--- config.mk ---
export PLATFORM = sky130hd
export DESIGN_NAME = nand_op_seq
export DESIGN_NICKNAME = d
export VERILOG_FILES = /design/src/rtl/nand_seq_pkg.sv /design/src/rtl/nand_strobe_gen.sv /design/src/rtl/nand_wait_timer.sv /design/src/rtl/nand_op_seq.sv
export SDC_FILE = /design/constraint.sdc
export NUM_CORES = 1
export LEC_CHECK = 0
export BUFFER_PORTS_ARGS = -buffer_cell sky130_fd_sc_hd__buf_2
export CAP_MARGIN = 20
export CORE_ASPECT_RATIO = 2
export CORE_MARGIN = 1.5
export CORE_UTILIZATION = 30
export CTS_BUF_LIST = sky130_fd_sc_hd__clkbuf_16
export CTS_CLUSTER_DIAMETER = 30
export DETAILED_ROUTE_END_ITERATION = 10
export MAX_ROUTING_LAYER = met4
export PLACE_DENSITY = 0.48
export SLEW_MARGIN = 15
export SYNTH_ARGS = -nofsm -noshare
export SYNTH_HDL_FRONTEND = slang
export SYNTH_SLANG_ARGS = --single-unit
--- constraint.sdc ---
create_clock -name clk -period 2.9 [get_ports clk]
set_clock_uncertainty 0.1 [all_clocks]
set_input_delay 0.435 -clock clk [delete_from_list [all_inputs] [get_ports clk]]
set_output_delay 0.435 -clock clk [all_outputs]
set_load 0.03 [all_outputs]
--- src/rtl/nand_seq_pkg.sv ---
package nand_seq_pkg;

    // host operation codes
    localparam logic [1:0] OPC_READ  = 2'd0;
    localparam logic [1:0] OPC_PROG  = 2'd1;
    localparam logic [1:0] OPC_ERASE = 2'd2;
    localparam logic [1:0] OPC_NONE  = 2'd3;

    // flash command bytes
    localparam logic [7:0] CMD_RD_SETUP = 8'h00;
    localparam logic [7:0] CMD_RD_GO    = 8'h30;
    localparam logic [7:0] CMD_PG_SETUP = 8'h80;
    localparam logic [7:0] CMD_PG_GO    = 8'h10;
    localparam logic [7:0] CMD_ER_SETUP = 8'h60;
    localparam logic [7:0] CMD_ER_GO    = 8'hD0;

    typedef enum logic [3:0] {
        S_IDLE,
        S_CMD1,
        S_ADDR,
        S_WDATA,
        S_CMD2,
        S_TWB,
        S_BUSY,
        S_RDATA,
        S_RDRAIN,
        S_DONE
    } seq_state_e;

    typedef enum logic [1:0] {
        STB_IDLE,
        STB_LOW,
        STB_HIGH
    } stb_phase_e;

endpackage

--- src/rtl/nand_strobe_gen.sv ---
module nand_strobe_gen
    import nand_seq_pkg::*;
#(
    parameter int LO_CYC = 2,
    parameter int HI_CYC = 2
) (
    input  logic clk,
    input  logic rst_n,
    input  logic go_i,
    output logic idle_o,
    output logic low_o,
    output logic last_low_o,
    output logic done_o
);
    localparam int MAXC = (LO_CYC > HI_CYC) ? LO_CYC : HI_CYC;
    localparam int CW   = $clog2(MAXC + 1);

    stb_phase_e      phase_q;
    logic [CW-1:0]   cnt_q;

    always_ff @(posedge clk or negedge rst_n) begin
        if (!rst_n) begin
            phase_q <= STB_IDLE;
            cnt_q   <= '0;
        end else begin
            unique case (phase_q)
                STB_IDLE: begin
                    if (go_i) begin
                        phase_q <= STB_LOW;
                        cnt_q   <= CW'(LO_CYC - 1);
                    end
                end
                STB_LOW: begin
                    if (cnt_q == '0) begin
                        phase_q <= STB_HIGH;
                        cnt_q   <= CW'(HI_CYC - 1);
                    end else begin
                        cnt_q <= cnt_q - 1'b1;
                    end
                end
                STB_HIGH: begin
                    if (cnt_q == '0) begin
                        phase_q <= STB_IDLE;
                    end else begin
                        cnt_q <= cnt_q - 1'b1;
                    end
                end
                default: phase_q <= STB_IDLE;
            endcase
        end
    end

    always_comb begin
        idle_o     = (phase_q == STB_IDLE);
        low_o      = (phase_q == STB_LOW);
        last_low_o = (phase_q == STB_LOW)  && (cnt_q == '0);
        done_o     = (phase_q == STB_HIGH) && (cnt_q == '0);
    end


    go_when_idle_chk: assert property (@(posedge clk) disable iff (!rst_n)
        go_i |-> (phase_q == STB_IDLE));


    go_starts_low_chk: assert property (@(posedge clk) disable iff (!rst_n)
        go_i |=> low_o);

endmodule

--- src/rtl/nand_wait_timer.sv ---
module nand_wait_timer #(
    parameter int W = 8
) (
    input  logic         clk,
    input  logic         rst_n,
    input  logic         load_i,
    input  logic [W-1:0] load_val_i,
    output logic         expired_o
);
    logic [W-1:0] cnt_q;

    always_ff @(posedge clk or negedge rst_n) begin
        if (!rst_n) begin
            cnt_q <= '0;
        end else if (load_i) begin
            cnt_q <= load_val_i;
        end else if (cnt_q != '0) begin
            cnt_q <= cnt_q - 1'b1;
        end
    end

    assign expired_o = (cnt_q == '0);


    timer_counts_down_chk: assert property (@(posedge clk) disable iff (!rst_n)
        (!load_i && cnt_q != '0) |=> (cnt_q == $past(cnt_q) - 1'b1));

endmodule

--- src/rtl/nand_op_seq.sv ---
module nand_op_seq
    import nand_seq_pkg::*;
#(
    parameter int PAGE_BYTES  = 2112,
    parameter int COL_W       = 12,
    parameter int ROW_W       = 24,
    parameter int PULSE_LO    = 2,
    parameter int PULSE_HI    = 2,
    parameter int TWB_CYC     = 8,
    parameter int TIMEOUT_CYC = 200000
) (
    input  logic             clk,
    input  logic             rst_n,
    input  logic             req_valid_i,
    output logic             req_ready_o,
    input  logic [1:0]       req_op_i,
    input  logic [COL_W-1:0] req_col_i,
    input  logic [ROW_W-1:0] req_row_i,
    input  logic             wr_valid_i,
    output logic             wr_ready_o,
    input  logic [7:0]       wr_data_i,
    output logic             rd_valid_o,
    input  logic             rd_ready_i,
    output logic [7:0]       rd_data_o,
    output logic             done_o,
    output logic             err_o,
    output logic             nf_ce_n_o,
    output logic             nf_cle_o,
    output logic             nf_ale_o,
    output logic             nf_we_n_o,
    output logic             nf_re_n_o,
    output logic [7:0]       nf_io_o,
    input  logic [7:0]       nf_io_i,
    output logic             nf_io_oe_o,
    output logic             nf_buf_en_n_o,
    input  logic             nf_rb_n_i
);
    localparam int BCNT_W  = $clog2(PAGE_BYTES + 1);
    localparam int TMR_MAX = (TWB_CYC > TIMEOUT_CYC) ? TWB_CYC : TIMEOUT_CYC;
    localparam int TMR_W   = $clog2(TMR_MAX + 1);
    localparam logic [2:0] ADDR_LAST  = 3'd4;
    localparam logic [2:0] ADDR_ROW0  = 3'd2;

    seq_state_e        state_q, state_d;
    logic [1:0]        op_q;
    logic [COL_W-1:0]  col_q;
    logic [ROW_W-1:0]  row_q;
    logic [2:0]        addr_idx_q;
    logic [BCNT_W-1:0] byte_cnt_q;
    logic [7:0]        io_q;
    logic              cle_q, ale_q, ce_q, err_q;
    logic [7:0]        rd_data_q;
    logic              rd_valid_q;
    logic [1:0]        rb_sync_q;
    logic              rb_ready;

    logic              stb_go, stb_idle, stb_low, stb_last_low, stb_done;
    logic              tmr_load, tmr_expired;
    logic [TMR_W-1:0]  tmr_val;
    logic [7:0]        bus_byte;
    logic [15:0]       col_pad;
    logic [23:0]       row_pad;
    logic              last_byte;
    logic              accept;

    // ---------------------------------------------------------------
    // sub-blocks
    // ---------------------------------------------------------------
    nand_strobe_gen #(
        .LO_CYC (PULSE_LO),
        .HI_CYC (PULSE_HI)
    ) strobe_i (
        .clk        (clk),
        .rst_n      (rst_n),
        .go_i       (stb_go),
        .idle_o     (stb_idle),
        .low_o      (stb_low),
        .last_low_o (stb_last_low),
        .done_o     (stb_done)
    );

    nand_wait_timer #(
        .W (TMR_W)
    ) timer_i (
        .clk        (clk),
        .rst_n      (rst_n),
        .load_i     (tmr_load),
        .load_val_i (tmr_val),
        .expired_o  (tmr_expired)
    );

    // ready/busy is asynchronous to clk
    always_ff @(posedge clk or negedge rst_n) begin
        if (!rst_n) rb_sync_q <= 2'b00;
        else        rb_sync_q <= {rb_sync_q[0], nf_rb_n_i};
    end
    assign rb_ready = rb_sync_q[1];

    assign col_pad   = 16'(col_q);
    assign row_pad   = 24'(row_q);
    assign last_byte = (byte_cnt_q == BCNT_W'(PAGE_BYTES - 1));
    assign accept    = (state_q == S_IDLE) && req_valid_i;

    // ---------------------------------------------------------------
    // state register
    // ---------------------------------------------------------------
    always_ff @(posedge clk or negedge rst_n) begin
        if (!rst_n) state_q <= S_IDLE;
        else        state_q <= state_d;
    end

    // ---------------------------------------------------------------
    // next state, strobe launch and timer control
    // ---------------------------------------------------------------
    always_comb begin
        state_d  = state_q;
        stb_go   = 1'b0;
        tmr_load = 1'b0;
        tmr_val  = TMR_W'(TIMEOUT_CYC);
        unique case (state_q)
            S_IDLE: begin
                if (req_valid_i) state_d = (req_op_i == OPC_NONE) ? S_DONE : S_CMD1;
            end
            S_CMD1: begin
                stb_go = stb_idle;
                if (stb_done) state_d = S_ADDR;
            end
            S_ADDR: begin
                stb_go = stb_idle;
                if (stb_done && addr_idx_q == ADDR_LAST)
                    state_d = (op_q == OPC_PROG) ? S_WDATA : S_CMD2;
            end
            S_WDATA: begin
                stb_go = stb_idle && wr_valid_i;
                if (stb_done && last_byte) state_d = S_CMD2;
            end
            S_CMD2: begin
                stb_go = stb_idle;
                if (stb_done) begin
                    state_d  = S_TWB;
                    tmr_load = 1'b1;
                    tmr_val  = TMR_W'(TWB_CYC);
                end
            end
            S_TWB: begin
                if (tmr_expired) begin
                    state_d  = S_BUSY;
                    tmr_load = 1'b1;
                end
            end
            S_BUSY: begin
                if (rb_ready)         state_d = (op_q == OPC_READ) ? S_RDATA : S_DONE;
                else if (tmr_expired) state_d = S_DONE;
            end
            S_RDATA: begin
                stb_go = stb_idle && !rd_valid_q;
                if (stb_done && last_byte) state_d = S_RDRAIN;
            end
            S_RDRAIN: begin
                if (!rd_valid_q) state_d = S_DONE;
            end
            S_DONE:  state_d = S_IDLE;
            default: state_d = S_IDLE;
        endcase
    end

    // byte placed on the data lines at strobe launch
    always_comb begin
        bus_byte = 8'h00;
        unique case (state_q)
            S_CMD1: begin
                unique case (op_q)
                    OPC_READ: bus_byte = CMD_RD_SETUP;
                    OPC_PROG: bus_byte = CMD_PG_SETUP;
                    default:  bus_byte = CMD_ER_SETUP;
                endcase
            end
            S_CMD2: begin
                unique case (op_q)
                    OPC_READ: bus_byte = CMD_RD_GO;
                    OPC_PROG: bus_byte = CMD_PG_GO;
                    default:  bus_byte = CMD_ER_GO;
                endcase
            end
            S_ADDR: begin
                unique case (addr_idx_q)
                    3'd0:    bus_byte = col_pad[7:0];
                    3'd1:    bus_byte = col_pad[15:8];
                    3'd2:    bus_byte = row_pad[7:0];
                    3'd3:    bus_byte = row_pad[15:8];
                    default: bus_byte = row_pad[23:16];
                endcase
            end
            S_WDATA: bus_byte = wr_data_i;
            default: bus_byte = 8'h00;
        endcase
    end

    // ---------------------------------------------------------------
    // datapath registers
    // ---------------------------------------------------------------
    always_ff @(posedge clk or negedge rst_n) begin
        if (!rst_n) begin
            op_q       <= OPC_READ;
            col_q      <= '0;
            row_q      <= '0;
            addr_idx_q <= '0;
            byte_cnt_q <= '0;
            io_q       <= '0;
            cle_q      <= 1'b0;
            ale_q      <= 1'b0;
            ce_q       <= 1'b0;
            err_q      <= 1'b0;
            rd_data_q  <= '0;
            rd_valid_q <= 1'b0;
        end else begin
            if (accept) begin
                op_q       <= req_op_i;
                col_q      <= req_col_i;
                row_q      <= req_row_i;
                addr_idx_q <= (req_op_i == OPC_ERASE) ? ADDR_ROW0 : 3'd0;
                byte_cnt_q <= '0;
                err_q      <= (req_op_i == OPC_NONE);
                ce_q       <= (req_op_i != OPC_NONE);
            end
            if (state_q == S_DONE) ce_q <= 1'b0;

            if (stb_go) begin
                io_q  <= bus_byte;
                cle_q <= (state_q == S_CMD1) || (state_q == S_CMD2);
                if (state_q == S_ADDR) ale_q <= 1'b1;
            end

            if (stb_done) begin
                cle_q <= 1'b0;
                if (state_q == S_ADDR) begin
                    addr_idx_q <= addr_idx_q + 1'b1;
                    if (addr_idx_q == ADDR_LAST) ale_q <= 1'b0;
                end
                if (state_q == S_WDATA || state_q == S_RDATA)
                    byte_cnt_q <= byte_cnt_q + 1'b1;
            end

            if (state_q == S_BUSY && !rb_ready && tmr_expired) err_q <= 1'b1;

            if (state_q == S_RDATA && stb_last_low) begin
                rd_data_q  <= nf_io_i;
                rd_valid_q <= 1'b1;
            end else if (rd_ready_i) begin
                rd_valid_q <= 1'b0;
            end
        end
    end

    // ---------------------------------------------------------------
    // outputs
    // ---------------------------------------------------------------
    always_comb begin
        req_ready_o   = (state_q == S_IDLE);
        wr_ready_o    = (state_q == S_WDATA) && stb_go;
        rd_valid_o    = rd_valid_q;
        rd_data_o     = rd_data_q;
        done_o        = (state_q == S_DONE);
        err_o         = err_q;
        nf_ce_n_o     = ~ce_q;
        nf_buf_en_n_o = ~ce_q;
        nf_cle_o      = cle_q;
        nf_ale_o      = ale_q;
        nf_io_o       = io_q;
        nf_we_n_o     = ~(stb_low && (state_q != S_RDATA));
        nf_re_n_o     = ~(stb_low && (state_q == S_RDATA));
        nf_io_oe_o    = (state_q == S_CMD1) || (state_q == S_ADDR) ||
                        (state_q == S_WDATA) || (state_q == S_CMD2);
    end

    // ---------------------------------------------------------------
    // assertions
    // ---------------------------------------------------------------

    strobe_excl_chk: assert property (@(posedge clk) disable iff (!rst_n)
        !(!nf_we_n_o && !nf_re_n_o));


    latch_excl_chk: assert property (@(posedge clk) disable iff (!rst_n)
        !(nf_cle_o && nf_ale_o));


    strobe_ce_chk: assert property (@(posedge clk) disable iff (!rst_n)
        (!nf_we_n_o || !nf_re_n_o) |-> !nf_ce_n_o);


    write_dir_chk: assert property (@(posedge clk) disable iff (!rst_n)
        !nf_we_n_o |-> nf_io_oe_o);


    read_dir_chk: assert property (@(posedge clk) disable iff (!rst_n)
        !nf_re_n_o |-> !nf_io_oe_o);


    rd_hold_chk: assert property (@(posedge clk) disable iff (!rst_n)
        (rd_valid_o && !rd_ready_i) |=> (rd_valid_o && $stable(rd_data_o)));


    done_pulse_chk: assert property (@(posedge clk) disable iff (!rst_n)
        done_o |=> !done_o);


    cmd_byte_stable_chk: assert property (@(posedge clk) disable iff (!rst_n)
        (!nf_we_n_o && $past(!nf_we_n_o)) |-> $stable(nf_io_o));


    wr_accept_valid_chk: assert property (@(posedge clk) disable iff (!rst_n)
        wr_ready_o |-> wr_valid_i);

endmodule

==> results.yml <==
layout:
  multi_input_area_um2: 2460
  n_antenna_cell: 0
  layout-drive-gt1-share_pct: 21.7
  finish.cell_count_without_fillers: 859
  n_fill_cell: 1845
  area_growth_syn_to_layout_pct: 18.1
  final_net_count: 719
  layout.area.seq_um2: 2550
critical_path:
  worst-endpoint-required_ps: 2370
  largest_incremental_delay_on_the_critical_path_ps: 600
  crit_path_buffers_inverters: 1
  cp.arrival_ps: 2220
  critical_path.max_fanout: 14
  path_cells: "or2b_1 -> a21o_1 -> a2111oi_4 -> and2_1 -> buf_2"
  path_class: "flop to output pin"
  setup.worst_path.end_class: "output pin"
  highest_delay_cell_along_the_critical_path: "sky130_fd_sc_hd__dfrtp_1"
  cpLargestDelayFamily: "flip-flops"
  critPathLaunchType: "flop"
synth:
  number_of_instances_in_the_synthesized_netlist: 559
  synthesis.yosys.warnings: 0
  synth_top_cells_by_area: "sky130_fd_sc_hd__dfrtp_1 (49%), sky130_fd_sc_hd__nand2_1 (9.9%), sky130_fd_sc_hd__nor2_1 (3.4%)"
  syn_nets: 632
  most_common_flop_cell_mapped_by_yosys: "sky130_fd_sc_hd__dfrtp_1"
  post-synth-top-count-cell: "sky130_fd_sc_hd__nand2_1"
  syn-mean-instance-area_um2: 9.34
  synth_async_sr_flop_share_pct: 100
  yosys-top-cells-count: "sky130_fd_sc_hd__nand2_1 (138), sky130_fd_sc_hd__dfrtp_1 (102), sky130_fd_sc_hd__nor2_1 (47)"
  netlist.area_leader.share_pct: 48.9
  synth_edf_count: 0
  synth.largest_area_cell: "sky130_fd_sc_hd__dfrtp_1"
  yosysSeqAreaShare_pct: 48.9
  synth-seq-cells: 102
  netlist-cell-type-count: 65
  synthesis.area_um2: 5220
clock_tree:
  cts_sinks: 102
  post-cts-setup-buffers: 0
  cts_max_level: 3
  max-clock-path-buffers: 2
  cts_tree: "done"
  cts.repair.resized: 0
  hold_buffers: 0
  clockRootBuffer: "sky130_fd_sc_hd__clkbuf_16"
  later_pin_clock_latency_in_the_skew_report_ps: 350
  cts_buffers: 9
  clkSlewWorstSetupHoldPaths_ps: 60
floorplan:
  starting_utilization_of_the_core_area_pct: 30.4
  core_region_area_um2: 17200
  die_width_um: 96.3
  io-pin-count: 88
  std_cell_rows: 68
  die-height_um: 190
  die_area_um2: 18200
placed_design:
  place.gp.congestion: 0.837
  dp.cells: 845
  placement.io_buffers: 87
  place.detailed.hpwl_mm: 10.8
pwr:
  power_density_nw_per_um2: 1110
  ir_worst_vdd_mv: 0.450
  static-leakage-power_nw: 2.94
grt:
  total_global_routing_track_utilization_pct: 17.2
  number_of_global_route_vias_before_repair: 4685
  grt_first_pass_wirelength_mm: 22.9
  grt_max_degree: 49
  initial_antenna_violation_count: 0
  grt-ovfl-total: 0
routing:
  routed_via_density: 4.97
  drt-initial-drc-count: 172
  detail_route.first_pass.iterations: 4
  postRouteAntennaNets: 0
  drc: 0
  routed_wire_length_per_instance_um: 16.1
  route.vias.total: 4270
  drt_wl_total_mm: 13.8
timing:
  worst_slew_margin_rel_pct: 56.1
  period_minus_slack_ps: 2760
  grt_setup_unrepaired: "no"
  report.final.setup_viol: 0
  post-route-period-util_pct: 95.0
  report.final.slew_viol_count: 0
  achievable-frequency_ghz: 0.363
  max_slew.worst_pin.slew_ps: 659
  setup_tns_ps: 0
  hold_viol_final: 0
status:
  status: "finished clean"
worst_hold_path:
  path_type_of_the_worst_min_delay_path: "input pin to asynchronous set/reset pin"
flow_run:
  cap_violations: 0
-- layout make-up --
class                   instances  share of cell area (%)
repair buffers                102                    9.33
multi-input cells             413                    39.9
clock inverters                 5                   0.325
clock buffers                   9                    3.65
well taps                     210                    4.26
inverters                      18                    1.10
flip-flops and latches        102                    41.4
-- cells by family after synthesis --
kind of cell             synth area share [%]
AND/OR/NAND/NOR                          23.6
AO/OA/AOI/OAI                            13.7
adder cells (fa/ha/maj)                  3.12
buffers and inverters                    3.91
flip-flops                               48.9
multiplexers                             3.91
XOR/XNOR                                 2.85
-- stage by stage --
| stage | cell area (µm²) | utilization [%] | total power, mW | setup WS, ps | hold WS (ps) |
|---|---|---|---|---|---|
| 3_3_place_gp | 5920 | 34.5 | 5.75 | 272 | 289 |
| 6_report | 6170 | 35.9 | 6.83 | 144 | 1.48 |
| 4_1_cts | 6170 | 35.9 | 6.94 | 102 | 41.3 |
| 5_1_grt | 6170 | 35.9 | 7.39 | 6.11 | 58.3 |
| 2_1_floorplan | 5220 | - | 4.83 | 248 | 39.4 |
| 3_5_place_dp | 5920 | 34.5 | 5.83 | 259 | 293 |
-- worst reg2reg max path: stages, from the launching register on --
cell	delay (ps)
sky130_fd_sc_hd__dfrtp_1	390
sky130_fd_sc_hd__inv_1	90
sky130_fd_sc_hd__ha_1	210
sky130_fd_sc_hd__nor3b_1	350
sky130_fd_sc_hd__nand4_2	250
sky130_fd_sc_hd__or2_0	450
sky130_fd_sc_hd__o31ai_4	530
sky130_fd_sc_hd__a211oi_1	100
-- registers in the layout, indices dropped and copies added (netlist names), 3 cells and up --
signal / cells
addr_idx_q: 3
byte_cnt_q: 12
col_q: 12
nf_io_o: 8
rd_data_o: 8
row_pad: 24
state_q: 4
timer_i.cnt_q: 18
-- layer usage --
metal | global-route usage, % | up-vias | part of all wire, %
li1 | - | 2106 | -
met1 | 16.6 | 2061 | 36
met2 | 31.0 | 75 | 56
met3 | 2.88 | 28 | 3.2
met4 | 9.90 | 0 | 4.8
met5 | - | - | 0
-- layout by cell type (no fill, tap or decap), drive strengths merged, types with 6 or more instances in the layout --
cell type  synthesis  layout
nand2            139     139
dfrtp            102     102
buf               17     102
nor2              49      49
o21ai             25      25
a21oi             23      23
inv               18      19
nand3             17      17
ha                13      13
xnor2             11      11
mux2              11      11
nor3              11      11
clkbuf             9       9
mux2i              8       8
a222oi             8       8
and2               6       6
nor3b              6       6
xor2               6       6
o31ai              6       6
nor4               6       6
nand4              6       6
-- worst paths after layout --
kind	from	to	slack, ps	cells past startpoint
worst max-delay path	state_q[1]	wr_ready_o	140	5
worst min-delay path	rst_n	row_pad[17]	1	1
worst max register to register	timer_i.cnt_q[0]	timer_i.cnt_q[1]	300	7
worst min register to register	rb_sync_q[0]	rb_sync_q[1]	310	0
max in group asynchronous	rst_n	col_q[9]	1970	2
min in group clk	nf_rb_n_i	rb_sync_q[0]	90	1
-- report_power, final --
part	switching (mW)	internal [mW]	leakage [nW]
sequential	0.511	2.02	1.30
combinational	1.99	1.25	1.52
clock	0.508	0.559	0.125
total	3.01	3.82	2.94
Note: power is estimated with default switching activity, not from simulation.
